`src/rtl/rgbpwm_pkg.sv`:
```
package rgbpwm_pkg;

    localparam int SLOTS   = 63;
    localparam int DUTY_W  = 6;
    localparam int LEVEL_W = 2;
    localparam int CFG_W   = DUTY_W + LEVEL_W;
    localparam int COLOURS = 3;

    typedef enum logic [1:0] {
        ALIGN_START  = 2'd0,
        ALIGN_CENTRE = 2'd1,
        ALIGN_END    = 2'd2
    } align_e;

    typedef struct packed {
        logic [LEVEL_W-1:0] level;
        logic [DUTY_W-1:0]  duty;
    } chan_cfg_t;

    // Whether a pulse of width d covers slot p for a given alignment.
    function automatic logic pulse_covers(align_e a, logic [DUTY_W-1:0] d,
                                          logic [DUTY_W-1:0] p);
        logic [DUTY_W:0] d7, p7, lo, hi;
        d7 = {1'b0, d};
        p7 = {1'b0, p};
        lo = 7'd31 - {2'b00, d[DUTY_W-1:1]};
        hi = 7'd30 + ((d7 + 7'd1) >> 1);
        case (a)
            ALIGN_START:  return p7 < d7;
            ALIGN_CENTRE: return (p7 >= lo) && (p7 <= hi);
            ALIGN_END:    return (p7 + d7) >= 7'd63;
            default:      return 1'b0;
        endcase
    endfunction

endpackage

```
`src/rtl/rgbpwm_tick.sv`:
```
module rgbpwm_tick #(
    parameter int BASE_DIV = 20
) (
    input  logic       clk,
    input  logic       rst,
    input  logic [1:0] rate_sel,
    output logic       tick
);
    localparam int BW = (BASE_DIV > 1) ? $clog2(BASE_DIV) : 1;

    logic       base_tick;
    logic [1:0] pre;

    generate
        if (BASE_DIV > 1) begin : g_div
            logic [BW-1:0] base_cnt;
            always_ff @(posedge clk) begin
                if (rst)                              base_cnt <= '0;
                else if (base_cnt == BW'(BASE_DIV-1)) base_cnt <= '0;
                else                                  base_cnt <= base_cnt + 1'b1;
            end
            assign base_tick = (base_cnt == BW'(BASE_DIV-1));
        end else begin : g_nodiv
            assign base_tick = 1'b1;
        end
    endgenerate

    always_ff @(posedge clk) begin
        if (rst)            pre <= '0;
        else if (base_tick) pre <= pre + 1'b1;
    end

    always_comb begin
        if (rate_sel[1])      tick = base_tick;
        else if (rate_sel[0]) tick = base_tick & pre[0];
        else                  tick = base_tick & (&pre);
    end

    // At the slowest rate, two slot ticks are never adjacent.
    assert_slow_gap_R6: assert property (@(posedge clk) disable iff (rst)
        (tick && rate_sel == 2'b00 && $stable(rate_sel)) |=> !tick);

endmodule

```
`src/rtl/rgbpwm_slot_counter.sv`:
```
module rgbpwm_slot_counter
    import rgbpwm_pkg::*;
(
    input  logic              clk,
    input  logic              rst,
    input  logic              tick,
    output logic [DUTY_W-1:0] slot
);
    always_ff @(posedge clk) begin
        if (rst)                               slot <= '0;
        else if (tick && slot == DUTY_W'(SLOTS-1)) slot <= '0;
        else if (tick)                         slot <= slot + 1'b1;
    end

    assert_range_R5: assert property (@(posedge clk) disable iff (rst)
        slot < DUTY_W'(SLOTS));
    assert_wrap_R6: assert property (@(posedge clk) disable iff (rst)
        (tick && slot == DUTY_W'(SLOTS-1)) |=> slot == '0);
    assert_hold_R6: assert property (@(posedge clk) disable iff (rst)
        !tick |=> $stable(slot));

endmodule

```
`src/rtl/rgbpwm_channel.sv`:
```
module rgbpwm_channel
    import rgbpwm_pkg::*;
#(
    parameter align_e ALIGN  = ALIGN_START,
    parameter int     OFFSET = 0
) (
    input  logic              clk,
    input  logic              rst,
    input  logic              tick,
    input  logic [DUTY_W-1:0] slot,
    input  logic [DUTY_W-1:0] duty_in,
    input  logic              enable,
    output logic              on
);
    localparam logic [DUTY_W:0] SHIFT = (DUTY_W+1)'(SLOTS - OFFSET);

    logic [DUTY_W:0]   sum;
    logic [DUTY_W-1:0] pos;
    logic [DUTY_W-1:0] duty_q;
    logic              load;

    always_comb begin
        sum  = {1'b0, slot} + SHIFT;
        pos  = (sum >= 7'd63) ? DUTY_W'(sum - 7'd63) : DUTY_W'(sum);
        load = tick && (pos == DUTY_W'(SLOTS-1));
    end

    always_ff @(posedge clk) begin
        if (rst) begin
            duty_q <= '0;
            on     <= 1'b0;
        end else begin
            if (load) duty_q <= duty_in;
            on <= enable & pulse_covers(ALIGN, duty_q, pos);
        end
    end

    assert_gate_R7: assert property (@(posedge clk) disable iff (rst)
        !enable |=> !on);
    assert_latch_R9: assert property (@(posedge clk) disable iff (rst)
        !load |=> $stable(duty_q));
    assert_full_R1: assert property (@(posedge clk) disable iff (rst)
        (enable && duty_q == 6'd63) |=> on);
    assert_zero_R1: assert property (@(posedge clk) disable iff (rst)
        (duty_q == 6'd0) |=> !on);

endmodule

```
`src/rtl/rgbpwm_top.sv`:
```
module rgbpwm_top
    import rgbpwm_pkg::*;
#(
    parameter int NUM_SETS = 4,
    parameter int SET_STEP = 16,
    parameter int BASE_DIV = 20
) (
    input  logic                                clk,
    input  logic                                rst,
    input  logic [NUM_SETS*COLOURS*CFG_W-1:0]   chan_cfg,
    input  logic [1:0]                          rate_sel,
    input  logic                                active,
    input  logic [NUM_SETS-1:0]                 set_en,
    output logic [NUM_SETS*COLOURS-1:0]         sink_on,
    output logic [NUM_SETS*COLOURS*LEVEL_W-1:0] sink_level
);
    localparam int NCH = NUM_SETS * COLOURS;

    logic              tick;
    logic [DUTY_W-1:0] slot;
    chan_cfg_t         cfg [NCH];

    rgbpwm_tick #(.BASE_DIV(BASE_DIV)) u_tick (
        .clk(clk), .rst(rst), .rate_sel(rate_sel), .tick(tick)
    );

    rgbpwm_slot_counter u_slot (
        .clk(clk), .rst(rst), .tick(tick), .slot(slot)
    );

    generate
        for (genvar s = 0; s < NUM_SETS; s++) begin : g_set
            for (genvar c = 0; c < COLOURS; c++) begin : g_col
                localparam int IDX = s * COLOURS + c;
                assign cfg[IDX] = chan_cfg[IDX*CFG_W +: CFG_W];
                assign sink_level[IDX*LEVEL_W +: LEVEL_W] = cfg[IDX].level;
                rgbpwm_channel #(
                    .ALIGN  (align_e'(c)),
                    .OFFSET ((SET_STEP * s) % SLOTS)
                ) u_ch (
                    .clk     (clk),
                    .rst     (rst),
                    .tick    (tick),
                    .slot    (slot),
                    .duty_in (cfg[IDX].duty),
                    .enable  (active & set_en[s]),
                    .on      (sink_on[IDX])
                );
            end
        end
    endgenerate

endmodule

```
`config.mk`:
```
export PLATFORM = sky130hd
export DESIGN_NAME = rgbpwm_top
export DESIGN_NICKNAME = d
export VERILOG_FILES = /design/src/rtl/rgbpwm_pkg.sv /design/src/rtl/rgbpwm_tick.sv /design/src/rtl/rgbpwm_slot_counter.sv /design/src/rtl/rgbpwm_channel.sv /design/src/rtl/rgbpwm_top.sv
export SDC_FILE = /design/constraint.sdc
export NUM_CORES = 1
export LEC_CHECK = 0
export BUFFER_PORTS_ARGS = -buffer_cell sky130_fd_sc_hd__buf_2
export CORE_ASPECT_RATIO = 1.75
export CORE_MARGIN = 1
export CORE_UTILIZATION = 50
export DETAILED_ROUTE_END_ITERATION = 8
export GPL_ROUTABILITY_DRIVEN = 0
export GPL_TIMING_DRIVEN = 0
export HOLD_SLACK_MARGIN = 0.1
export PLACE_DENSITY = 0.77
export SLEW_MARGIN = 20
export SYNTH_ARGS = -nofsm -noshare
export SYNTH_HDL_FRONTEND = slang
export SYNTH_SLANG_ARGS = --single-unit
```
`constraint.sdc`:
```
create_clock -name clk -period 5.83 [get_ports clk]
set_input_delay 0.8745 -clock clk [delete_from_list [all_inputs] [get_ports clk]]
set_output_delay 0.8745 -clock clk [all_outputs]
set_load 0.02 [all_outputs]
```
==> flow_summary.ini, run 1 <==
[synthesis]
synth_cells = 920
synth_fa_ha_area_share_pct = 16.9
seq_area_frac_synth_pct = 24.3
post_synth_xor_area_fraction_pct = 6.75
syn-num-nets = 1131
yosysWarnings = 0
async_flop_share_pct = 0
ys_ff_latch = 97
synth_flop_cell = dfxtp_1
synthMuxAreaShare_pct = 7.64
syn_area_um2 = 8000
synth_top_family_by_area = simple AND/OR/NAND/NOR gates
yosys.area_share.simple_pct = 18.9
synth_edf_count = 0
synth_compound_area_share_pct = 15.6
ys_types = 77
synth_area_per_cell_um2 = 8.70

[sta]
rsz0062_at_grt = false
period_minus_slack_ns = 5.02
timing.fmax_mhz = 199
fin_crit_sh_pct = 86.1
clock_skew_ns = 0.0113
fin_setup_tns_ns = 0
drv_slew = 0
relSlewSlack_pct = 41.3
hold_viol_final = 0
hold_slack_ns = 0.469
worst_pin_slew_ns = 0.874
setup_viol = 0

[detailed_routing]
via_count = 7002
first_pass_iters = 8
first_iter_violations = 384
viasPerCell = 5.66
totalWireLength_um = 18500
drt_drc_violations_left = 24
wl_per_cell_um = 15.0
final_antenna_net_count = 0

[min_path]
min_path_cells = 1
min_path_type = reg -> reg
hold_start = u_tick.g_div.base_cnt[0]
whs_endpoint = u_tick.g_div.base_cnt[0]

[placement]
dp_hpwl_um = 14600
portBuffers = 115
place_area_um2 = 8810

[power_and_ir_drop]
power_mw = 1.35
irDropWorstVdd_mv = 0.128
cellLeakagePower_nw = 3.83
cellPowerDensity_nw_per_um2 = 148

[layout]
antenna_cells = 0
area_growth_pct = 13.8
drive_gt1_share_pct = 20.8
fillCellCount = 1409
nNetsFinal = 1257
final_cell_area_um2 = 9110

[cts]
cts.sinks = 97
post_cts_resized = 0
cts_setup_buffers = 0
cts_hold_buf = 0
cts_tree = yes
cts-root-buf = clkbuf_16
clk_pin_slew_ns = 0.07
insertion_delay_ns = 0.36
cts.htree.levels = 3
cts_buffer_depth = 2
cts_buffers = 9

[global_route]
grt_pass1_vias = 6842
grt_max_degree = 20
grt_antenna_before_repair = 0
gr-total-overflow = 0
grt_usage_pct = 23.0
grt_pass1_wl_um = 30800

[worst_setup_path]
r2r_end = g_set[2].g_col[2].u_ch.on
cp.required_ns = 6.10
reg2reg_from = u_slot.slot[0]
cp-start-kind = flop
crit_path_end_kind = flop
critPathKind = reg -> reg
r2r_setup_slack_ns = 0.81
cp_data_arrival_time_ns = 5.29
reg2reg_depth = 18
crit_path_max_fanout = 10

[floorplanning]
start_util_pct = 51.5
fp.coreArea_um2 = 15500
die_w_um = 97.6
die_h_um = 169
rows = 60
fp.dieArea_um2 = 16500
num_io_pins = 141

[flow_run]
cap_violations = 0

[status]
outcome = finished, violations left
violations = DRC
[final cells by class]
type                            count  area [um2]  area share (%)
Multi-Input combinational cell    695        5270            57.9
Sequential cell                    97        1940            21.3
Buffer                             79         606            6.65
Timing Repair Buffer              115         576            6.32
Tap cell                          186         233            2.55
Clock buffer                        9         225            2.47
Inverter                           49         184            2.02
Clock inverter                      7        72.6           0.797
[synth_stat cells (all sizes together) (32+ instances only)]
master,number,area [um2]
xnor2,35,314
a21oi,57,297
ha,102,1280
o21ai,32,164
mux2i,60,601
inv,47,176
dfxtp,97,1940
nand2b,48,300
buf,55,445
nor2,73,274
nand4,32,200
nand2,42,158
[logic make-up (layout without fill, tap and decap cells)]
logic type | count (synthesis) | in the layout
multiplexers | 61 | 61
buffers and inverters | 128 | 259
AND/OR/NAND/NOR | 280 | 280
AO/OA/AOI/OAI | 188 | 188
flip-flops | 97 | 97
adder cells (fa/ha/maj) | 106 | 106
XOR/XNOR | 60 | 60
[flip-flops by register name, indices dropped and copies added (netlist names)]
register	count
g_set.g_col.u_ch.on	12
u_tick.g_div.base_cnt	5
u_slot.slot	6
u_tick.pre	2
g_set.g_col.u_ch.duty_q	72
[cell usage in the layout, fill, tap and decap left out, types with 3 or more instances in the layout]
cell,netlist,final
a211oi_1,11,11
a21o_1,7,7
a21oi_1,56,56
a31oi_1,9,9
and3_1,5,5
buf_2,4,119
buf_4,40,40
buf_6,9,9
clkbuf_1,17,17
clkbuf_16,0,9
clkbuf_8,7,7
dfxtp_1,97,97
fa_1,4,4
ha_1,102,102
inv_1,46,46
mux2i_1,60,60
nand2_1,42,42
nand2b_1,48,48
nand3_1,17,17
nand4_1,32,32
nor2_1,73,73
nor2b_1,18,18
nor3_1,11,11
nor4_1,4,4
nor4bb_1,3,3
o211ai_1,6,6
o21a_1,19,19
o21ai_0,31,31
o22ai_1,4,4
o31ai_1,22,22
or3_1,3,3
xnor2_1,34,34
xor2_1,24,24
[stage by stage]
step | utilization [%] | setup slack [ns] | std cells
2_1_floorplan | - | 1.62 | 920
3_3_place_gp | 56.7 | 0.896 | 1221
3_5_place_dp | 56.7 | 0.847 | 1221
4_1_cts | 58.6 | 0.803 | 1237
5_1_grt | 58.6 | 0.519 | 1237
6_report | 58.6 | 0.812 | 1237
[critical path, stage by stage, from the launching register on]
cell and delay, ns:
dfxtp_1 0.35, buf_6 0.15, clkinv_1 0.34, ha_1 0.36, buf_6 0.14, nor4b_1 0.15, o31a_4 0.42, nor3_4 0.36
o211ai_2 0.24, nand2_1 0.14, xor2_1 0.51, ha_1 0.34, a21o_1 0.15, a21oi_1 0.22, o21bai_1 0.09, a21oi_1 0.17
xor2_1 0.08, or4_1 0.50, a31oi_1 0.21
[layer usage]
layer	GRT usage (%)	up-vias	share of wire, %
li1	-	3504	-
met2	45.5	192	55
met1	23.1	3259	38
met5	0	-	0
met3	3.38	47	4.2
met4	10.9	0	3.5
[worst max-delay path by stage]
stage / start / end / slack, ns
final: u_slot.slot[0] / g_set[2].g_col[2].u_ch.on / 0.81
after CTS: u_slot.slot[0] / g_set[2].g_col[2].u_ch.on / 0.80
after global placement: u_slot.slot[0] / g_set[2].g_col[2].u_ch.on / 0.90
after detailed placement: u_slot.slot[0] / g_set[2].g_col[2].u_ch.on / 0.85
after floorplan: u_slot.slot[0] / g_set[2].g_col[2].u_ch.on / 1.62
after global routing: u_slot.slot[0] / g_set[2].g_col[2].u_ch.on / 0.52
[where the power goes]
group / internal [mW] / switching (mW) / total [mW] / leakage [nW]
Clock: 0.302 / 0.291 / 0.593 / 0.143
Combinational: 0.0455 / 0.0414 / 0.0870 / 2.91
Sequential: 0.664 / 0.00158 / 0.665 / 0.781
Note: power is estimated with default switching activity, not from simulation.
==> run 2, diff against run 1 <==
- CORE_ASPECT_RATIO: 1.75 -> 0.8
- PLACE_DENSITY: 0.77 -> 0.74
- SYNTH_HIERARCHICAL: not set -> 1
==> run 2 against run 1 <==
Net effect:
- the run still ends with DRC left
- worst hold slack lost 0.020 ns
- highest routed layer unchanged
- sequential cell count unchanged
- count of clock-buffer cells in the layout rose by 2
- die area up 57%
- setup slack improved by 0.51 ns
- core utilization is 1.3 points lower
- sequential share of layout area down 7.4 points
- register-to-register slack improved by 0.51 ns
- final cell count rose by 62%
- via count up 62%
- global-route usage down 0.71 points
==> flow_summary.ini, run 2 <==
[layout]
reg.largest.list = g_set.g_col.u_ch/duty_q x72, g_set.g_col.u_ch/on x12, u_slot/slot x6
regMostFlops = g_set.g_col.u_ch/duty_q
fillCellCount = 2211
drive_gt1_share_pct = 19.9
area_growth_pct = 11.2
final_cell_mix = buf_2, ha_1, nand2b_1
layout_commonest_cell = buf_2
nNetsFinal = 1906
antenna_cells = 0
largest_register_ff_count = 72

[status]
outcome = finished, violations left
violations = DRC

[floorplanning]
rows = 51
die_h_um = 144
start_util_pct = 51.5
fp.coreArea_um2 = 24600
num_io_pins = 141
die_w_um = 180
fp.dieArea_um2 = 26000

[cts]
insertion_delay_ns = 0.37
cts_buffer_depth = 2
cts_setup_buffers = 0
cts_buffers = 9
clk_pin_slew_ns = 0.08
cts_tree = yes
cts_hold_buf = 0
post_cts_resized = 0
cts.htree.levels = 3
cts-root-buf = clkbuf_16
cts.sinks = 97

[detailed_routing]
viasPerCell = 5.65
via_count = 11330
first_iter_violations = 607
final_antenna_net_count = 0
drt_drc_violations_left = 3
totalWireLength_um = 28900
first_pass_iters = 7
wl_per_cell_um = 14.4

[worst_setup_path]
critPathKind = reg -> reg
cp-start-kind = flop
cp_data_arrival_time_ns = 4.77
r2r_end = g_set[0].g_col[2].u_ch/on
cp.required_ns = 6.09
reg2reg_depth = 17
crit_path_max_fanout = 66
r2r_setup_slack_ns = 1.33
reg2reg_from = u_slot/slot[1]
crit_path_end_kind = flop

[sta]
relSlewSlack_pct = 28.9
period_minus_slack_ns = 4.50
setup_viol = 0
hold_viol_final = 0
fin_ws_ns = 1.33
hold_slack_ns = 0.450
rsz0062_at_grt = false
timing.fmax_mhz = 222
drv_slew = 0
fin_crit_sh_pct = 77.3
clock_skew_ns = 0.0122
fin_setup_tns_ns = 0
worst_pin_slew_ns = 1.07

[synthesis]
async_flop_share_pct = 0
synth_flop_cell = dfxtp_1
synth_edf_count = 0
yosysWarnings = 6
synth_most_common_cell = ha_1
synth_area_leaders = dfxtp_1, ha_1, mux2i_1
synth_top_area_share_pct = 15.3
syn-num-nets = 1775
syn_area_um2 = 12700
synthTopCellsByCount = ha_1, nand2b_1, nand2_1, dfxtp_1, nor2_1
ys_types = 136
seq_area_frac_synth_pct = 15.3
synth_cells = 1550
ys_ff_latch = 97
synth_area_per_cell_um2 = 8.17
synth.largest_area_cell = dfxtp_1

[power_and_ir_drop]
irDropWorstVdd_mv = 0.136
cellPowerDensity_nw_per_um2 = 104
cellLeakagePower_nw = 5.85

[global_route]
grt_usage_pct = 22.3
gr-total-overflow = 0
grt_max_degree = 67
grt_pass1_vias = 10665
grt_antenna_before_repair = 0
grt_pass1_wl_um = 48700

[min_path]
whs_endpoint = u_tick/g_div.base_cnt[0]
hold_start = u_tick/g_div.base_cnt[0]
min_path_type = reg -> reg
min_path_cells = 1

[placement]
dp_hpwl_um = 21600
portBuffers = 116
dp_slack_ns = 1.39

[flow_run]
cap_violations = 0
[run 2: cell types whose count changed after synthesis, moves of 18 or more]
cell      previous run  this run
xnor2_1             34        71
nand2_1             42       103
nand4_1             32        11
xor2_1              24        67
nand3_1             17        53
inv_1               46        85
nor2_1              73        97
nand2b_1            48       110
or2b_2               0        18
nor3_1              11        35
o21ai_0             31        64
[run 2: how the worst max path moves through the flow]
stage,cells after the start,slack [ns],start,to
global route,16,1.01,u_slot/slot[1],g_set[0].g_col[2].u_ch/on
finish,17,1.33,u_slot/slot[1],g_set[0].g_col[2].u_ch/on
detailed placement,17,1.39,u_slot/slot[1],g_set[0].g_col[2].u_ch/on
floorplan,17,1.17,u_slot/slot[1],g_set[0].g_col[2].u_ch/on
global placement,17,0.14,u_slot/slot[1],g_set[0].g_col[2].u_ch/on
CTS,17,1.36,u_slot/slot[1],g_set[0].g_col[2].u_ch/on
[run 2: cell families (layout without fill, tap and decap cells)]
| logic type | count (synthesis) | count (layout) | share of synthesized area [%] |
|---|---|---|---|
| DFF | 97 | 97 | 15.3 |
| AOI/OAI and AO/OA | 345 | 345 | 20.9 |
| buffers and inverters | 181 | 317 | 7.94 |
| xor gates and xnor gates | 142 | 142 | 10.1 |
| and+or+nand+nor | 586 | 586 | 27.4 |
| adders and majority gates | 120 | 120 | 12.1 |
| muxes | 79 | 79 | 6.32 |
[run 2: metrics by stage]
step | cells | util, % | total power [mW] | area [um2]
after floorplan | 1550 | - | 0.741 | 12700
after global placement | 1984 | 55.5 | 0.789 | 13600
after detailed placement | 1988 | 55.9 | 0.790 | 13700
after CTS | 2004 | 57.3 | 1.49 | 14100
after global routing | 2004 | 57.3 | 1.52 | 14100
final | 2004 | 57.3 | 1.46 | 14100
[run 2: metal layers]
layer	vias to the layer above	wire (um)	part of all wire [%]	global-route usage, %
met3	36	1220	4.2	3.53
met1	5267	13700	48	28.6
met5	-	0	0	0
li1	5785	-	-	-
met2	242	13400	46	38.4
met4	0	510	1.8	7.08
[run 2: area by class of cell]
| type | count | area [um2] | share of cell area [%] |
|---|---|---|---|
| clock inverters | 5 | 85.1 | 0.605 |
| plain buffers | 93 | 674 | 4.79 |
| clock buffers | 11 | 253 | 1.80 |
| repair buffers | 120 | 668 | 4.75 |
| flip-flops and latches | 97 | 1950 | 13.9 |
| multi-input cells | 1272 | 9710 | 69.0 |
| inverters | 88 | 330 | 2.35 |
| well taps | 318 | 398 | 2.83 |
[run 2: critical path, stage by stage (launching register included)]
cell and delay, ns:
dfxtp_4 0.86, buf_2 0.34, inv_1 0.09, ha_1 0.28, nand2b_1 0.21, o22a_1 0.19, nor4_2 0.29, a21oi_1 0.14
o21ai_0 0.24, o21ai_0 0.13, ha_1 0.23, fa_1 0.41, a21o_1 0.20, a21oi_1 0.30, nor2b_1 0.08, o21a_1 0.17
o21ai_0 0.13, o21ai_1 0.08
[run 2: power breakdown]
group	leakage [nW]	switching, mW	internal (mW)
Combinational	4.90	0.0522	0.0570
Clock	0.162	0.288	0.402
Sequential	0.785	0.00154	0.663
==> run 3, diff against run 2 <==
- PLACE_DENSITY: 0.74 -> 0.76
- clock period: 5.83 -> 3.8 ns (I/O delays scaled with it)
==> run 3 against run 2 <==
Net effect:
- the run still ends with DRC left
- power is 44% higher
- worst hold slack worse by 0.0053 ns
- count of clock-buffer cells in the layout is 2 lower
- sequential power is 53% higher
- register-to-register slack worse by 1.2 ns
- core utilization is 3.1 points higher
- setup slack worse by 1.2 ns
- fmax is 22% higher
- sequential share of layout area is 0.63 points lower
- combinational power is 56% higher
- via count is 2.7% higher
- largest cell class unchanged
==> flow_summary.ini, run 3 (synthesis gave the netlist of run 2 again) <==
[status]
outcome = finished, violations left
violations = DRC

[sta]
hold_viol_final = 0
timing.fmax_mhz = 272
fin_ws_ns = 0.119
setup_viol = 0
clock_skew_ns = 0.0127
relSlewSlack_pct = 39.4
drv_slew = 0
rsz0062_at_grt = true
period_minus_slack_ns = 3.68
fin_setup_tns_ns = 0
worst_pin_slew_ns = 0.908
fin_crit_sh_pct = 96.9

[detailed_routing]
final_antenna_net_count = 0
via_count = 11634
first_iter_violations = 626
viasPerCell = 5.68
totalWireLength_um = 31300
drt_drc_violations_left = 16
first_pass_iters = 7
wl_per_cell_um = 15.3

[worst_setup_path]
cp.required_ns = 4.04
critPathCapture = g_set[3].g_col[2].u_ch/on
reg2reg_depth = 17
reg2reg_from = u_slot/slot[0]
crit_path_end_kind = flop
cp-startpoint = u_slot/slot[0]
crit_cells = 17
cp-start-kind = flop
r2r_setup_slack_ns = 0.12
cpMaxStageDelayCell = or3b_4
critPathTopFamily = compound AO/OA/AOI/OAI gates
cp_data_arrival_time_ns = 3.92
critPathKind = reg -> reg
crit_chain = buf_4 -> clkbuf_8 -> inv_4 -> ha_4 -> or3b_4 -> xnor2_2 -> a211oi_2 -> o31ai_4 -> mux2_4 -> ha_2 -> fa_2 -> a21oi_2 -> nor2b_1 -> o21ai_1 -> nand2b_1 -> a211oi_2 -> nor3b_2
crit_path_max_fanout = 10
r2r_end = g_set[3].g_col[2].u_ch/on
cp_slowest_stage_delay_ns = 0.42
path_buf_inv = 3
crit_top_cell = a211oi_2

[global_route]
gr-total-overflow = 0
grt_pass1_vias = 10679
grt_usage_pct = 22.9
grt_antenna_before_repair = 1
grt_max_degree = 52
grt_pass1_wl_um = 49900

[cts]
cts_hold_buf = 0
cts_buffer_depth = 2
cts_tree = yes
insertion_delay_ns = 0.37
cts.sinks = 97
clk_pin_slew_ns = 0.08
cts-root-buf = clkbuf_16
cts_buffers = 9
cts.htree.levels = 3

[power_and_ir_drop]
power_mw = 2.11
pwr-share-seq_pct = 48.3
power_frac_comb_pct = 8.1
cellLeakagePower_nw = 6.20
irDropWorstVdd_mv = 0.198
cellPowerDensity_nw_per_um2 = 142
netSwitchingFraction_pct = 26.2
p_clk_share_pct = 43.7
p_int_mw = 1.55
p_sw_uw = 553

[layout]
regMostFlops = g_set.g_col.u_ch/duty_q
fin_cells = 2047
final_util_pct = 60.3
largest_register_ff_count = 72
layout_commonest_cell = buf_2
area_growth_pct = 17.1
nNetsFinal = 1948
fillCellCount = 2105
final_cell_mix = buf_2, nand2b_1, ha_1
drive_gt1_share_pct = 25.3
reg.largest.list = g_set.g_col.u_ch/duty_q x72, g_set.g_col.u_ch/on x12, u_slot/slot x6

[floorplanning]
fp.dieArea_um2 = 26000
fp.coreArea_um2 = 24600
die_h_um = 144
rows = 51
start_util_pct = 51.5
num_io_pins = 141
die_w_um = 180

[min_path]
hold_start = chan_cfg[13]
min_path_type = in -> reg

[placement]
placed_cells = 1985
dp_slack_ns = -0.692
portBuffers = 116
dp_hpwl_um = 21200

[flow_run]
cap_violations = 0
==> run 3: changes by cell type in the layout (fill, tap and decap cells not counted), sizes merged <==
cell      previous run  this run
clkinvlp             1         5
buf                189       231
inv                 88        87
diode                0         1
clkbuf              35        33
bufinv               2         0
clkinv               2         3
==> run 3: tightest hold or removal path, delay by kind of cell <==
family	cells	cell delay, ns
simple gates	1	0.05
buf+inv	1	0.10
mux	1	0.05
==> run 3: layer usage <==
metal / GRT usage, % / vias to the layer above / routed length (um)
met5: 0 / - / 0
met4: 6.49 / 0 / 470
met3: 3.60 / 31 / 1420
met2: 39.0 / 257 / 14700
met1: 29.9 / 5481 / 14700
li1: - / 5865 / -
==> run 3: through the flow <==
stage	hold slack, ns	area, um2
floorplan	0.417	12700
global placement	0.429	13600
detailed placement	0.438	13700
CTS	0.431	14300
global route	0.440	14800
finish	0.445	14800
==> run 3: what timing repair did <==
action                                 CTS  global route
pin swaps                               10            39
gates resized for setup                 30            74
buffers inserted                        22            26
setup endpoints to repair                9             9
cloned                                   0             0
endpoints found under the hold margin    0             0
==> run 3: how the worst min path moves through the flow <==
stage	end	slack, ns	depth (start not counted)
floorplan	u_tick/g_div.base_cnt[0]	0.42	1
global placement	u_tick/g_div.base_cnt[0]	0.43	1
detailed placement	u_tick/g_div.base_cnt[0]	0.44	1
CTS	g_set[0].g_col[1].u_ch/duty_q[2]	0.43	3
global route	g_set[0].g_col[1].u_ch/duty_q[3]	0.44	3
finish	g_set[0].g_col[1].u_ch/duty_q[5]	0.44	3
==> run 3: power groups by stage <==
stage	Combinational, mW	Sequential (mW)	Clock, mW
2_1_floorplan	0.0929	1.04	0
3_3_place_gp	0.168	1.04	0
3_5_place_dp	0.170	1.04	0
4_1_cts	0.171	1.02	0.948
5_1_grt	0.186	1.02	0.982
6_report	0.170	1.02	0.920
==> run 3: area by class of cell <==
type                    instances  area [um2]  share of cell area, %
diodes                          1        2.50                 0.0169
plain buffers                  90         692                   4.67
clock buffers                   9         225                   1.52
clock inverters                 7        53.8                  0.363
inverters                      88         347                   2.34
multi-input cells            1272       10100                   68.0
flip-flops and latches         97        1960                   13.2
well taps                     318         398                   2.68
repair buffers                165        1060                   7.18
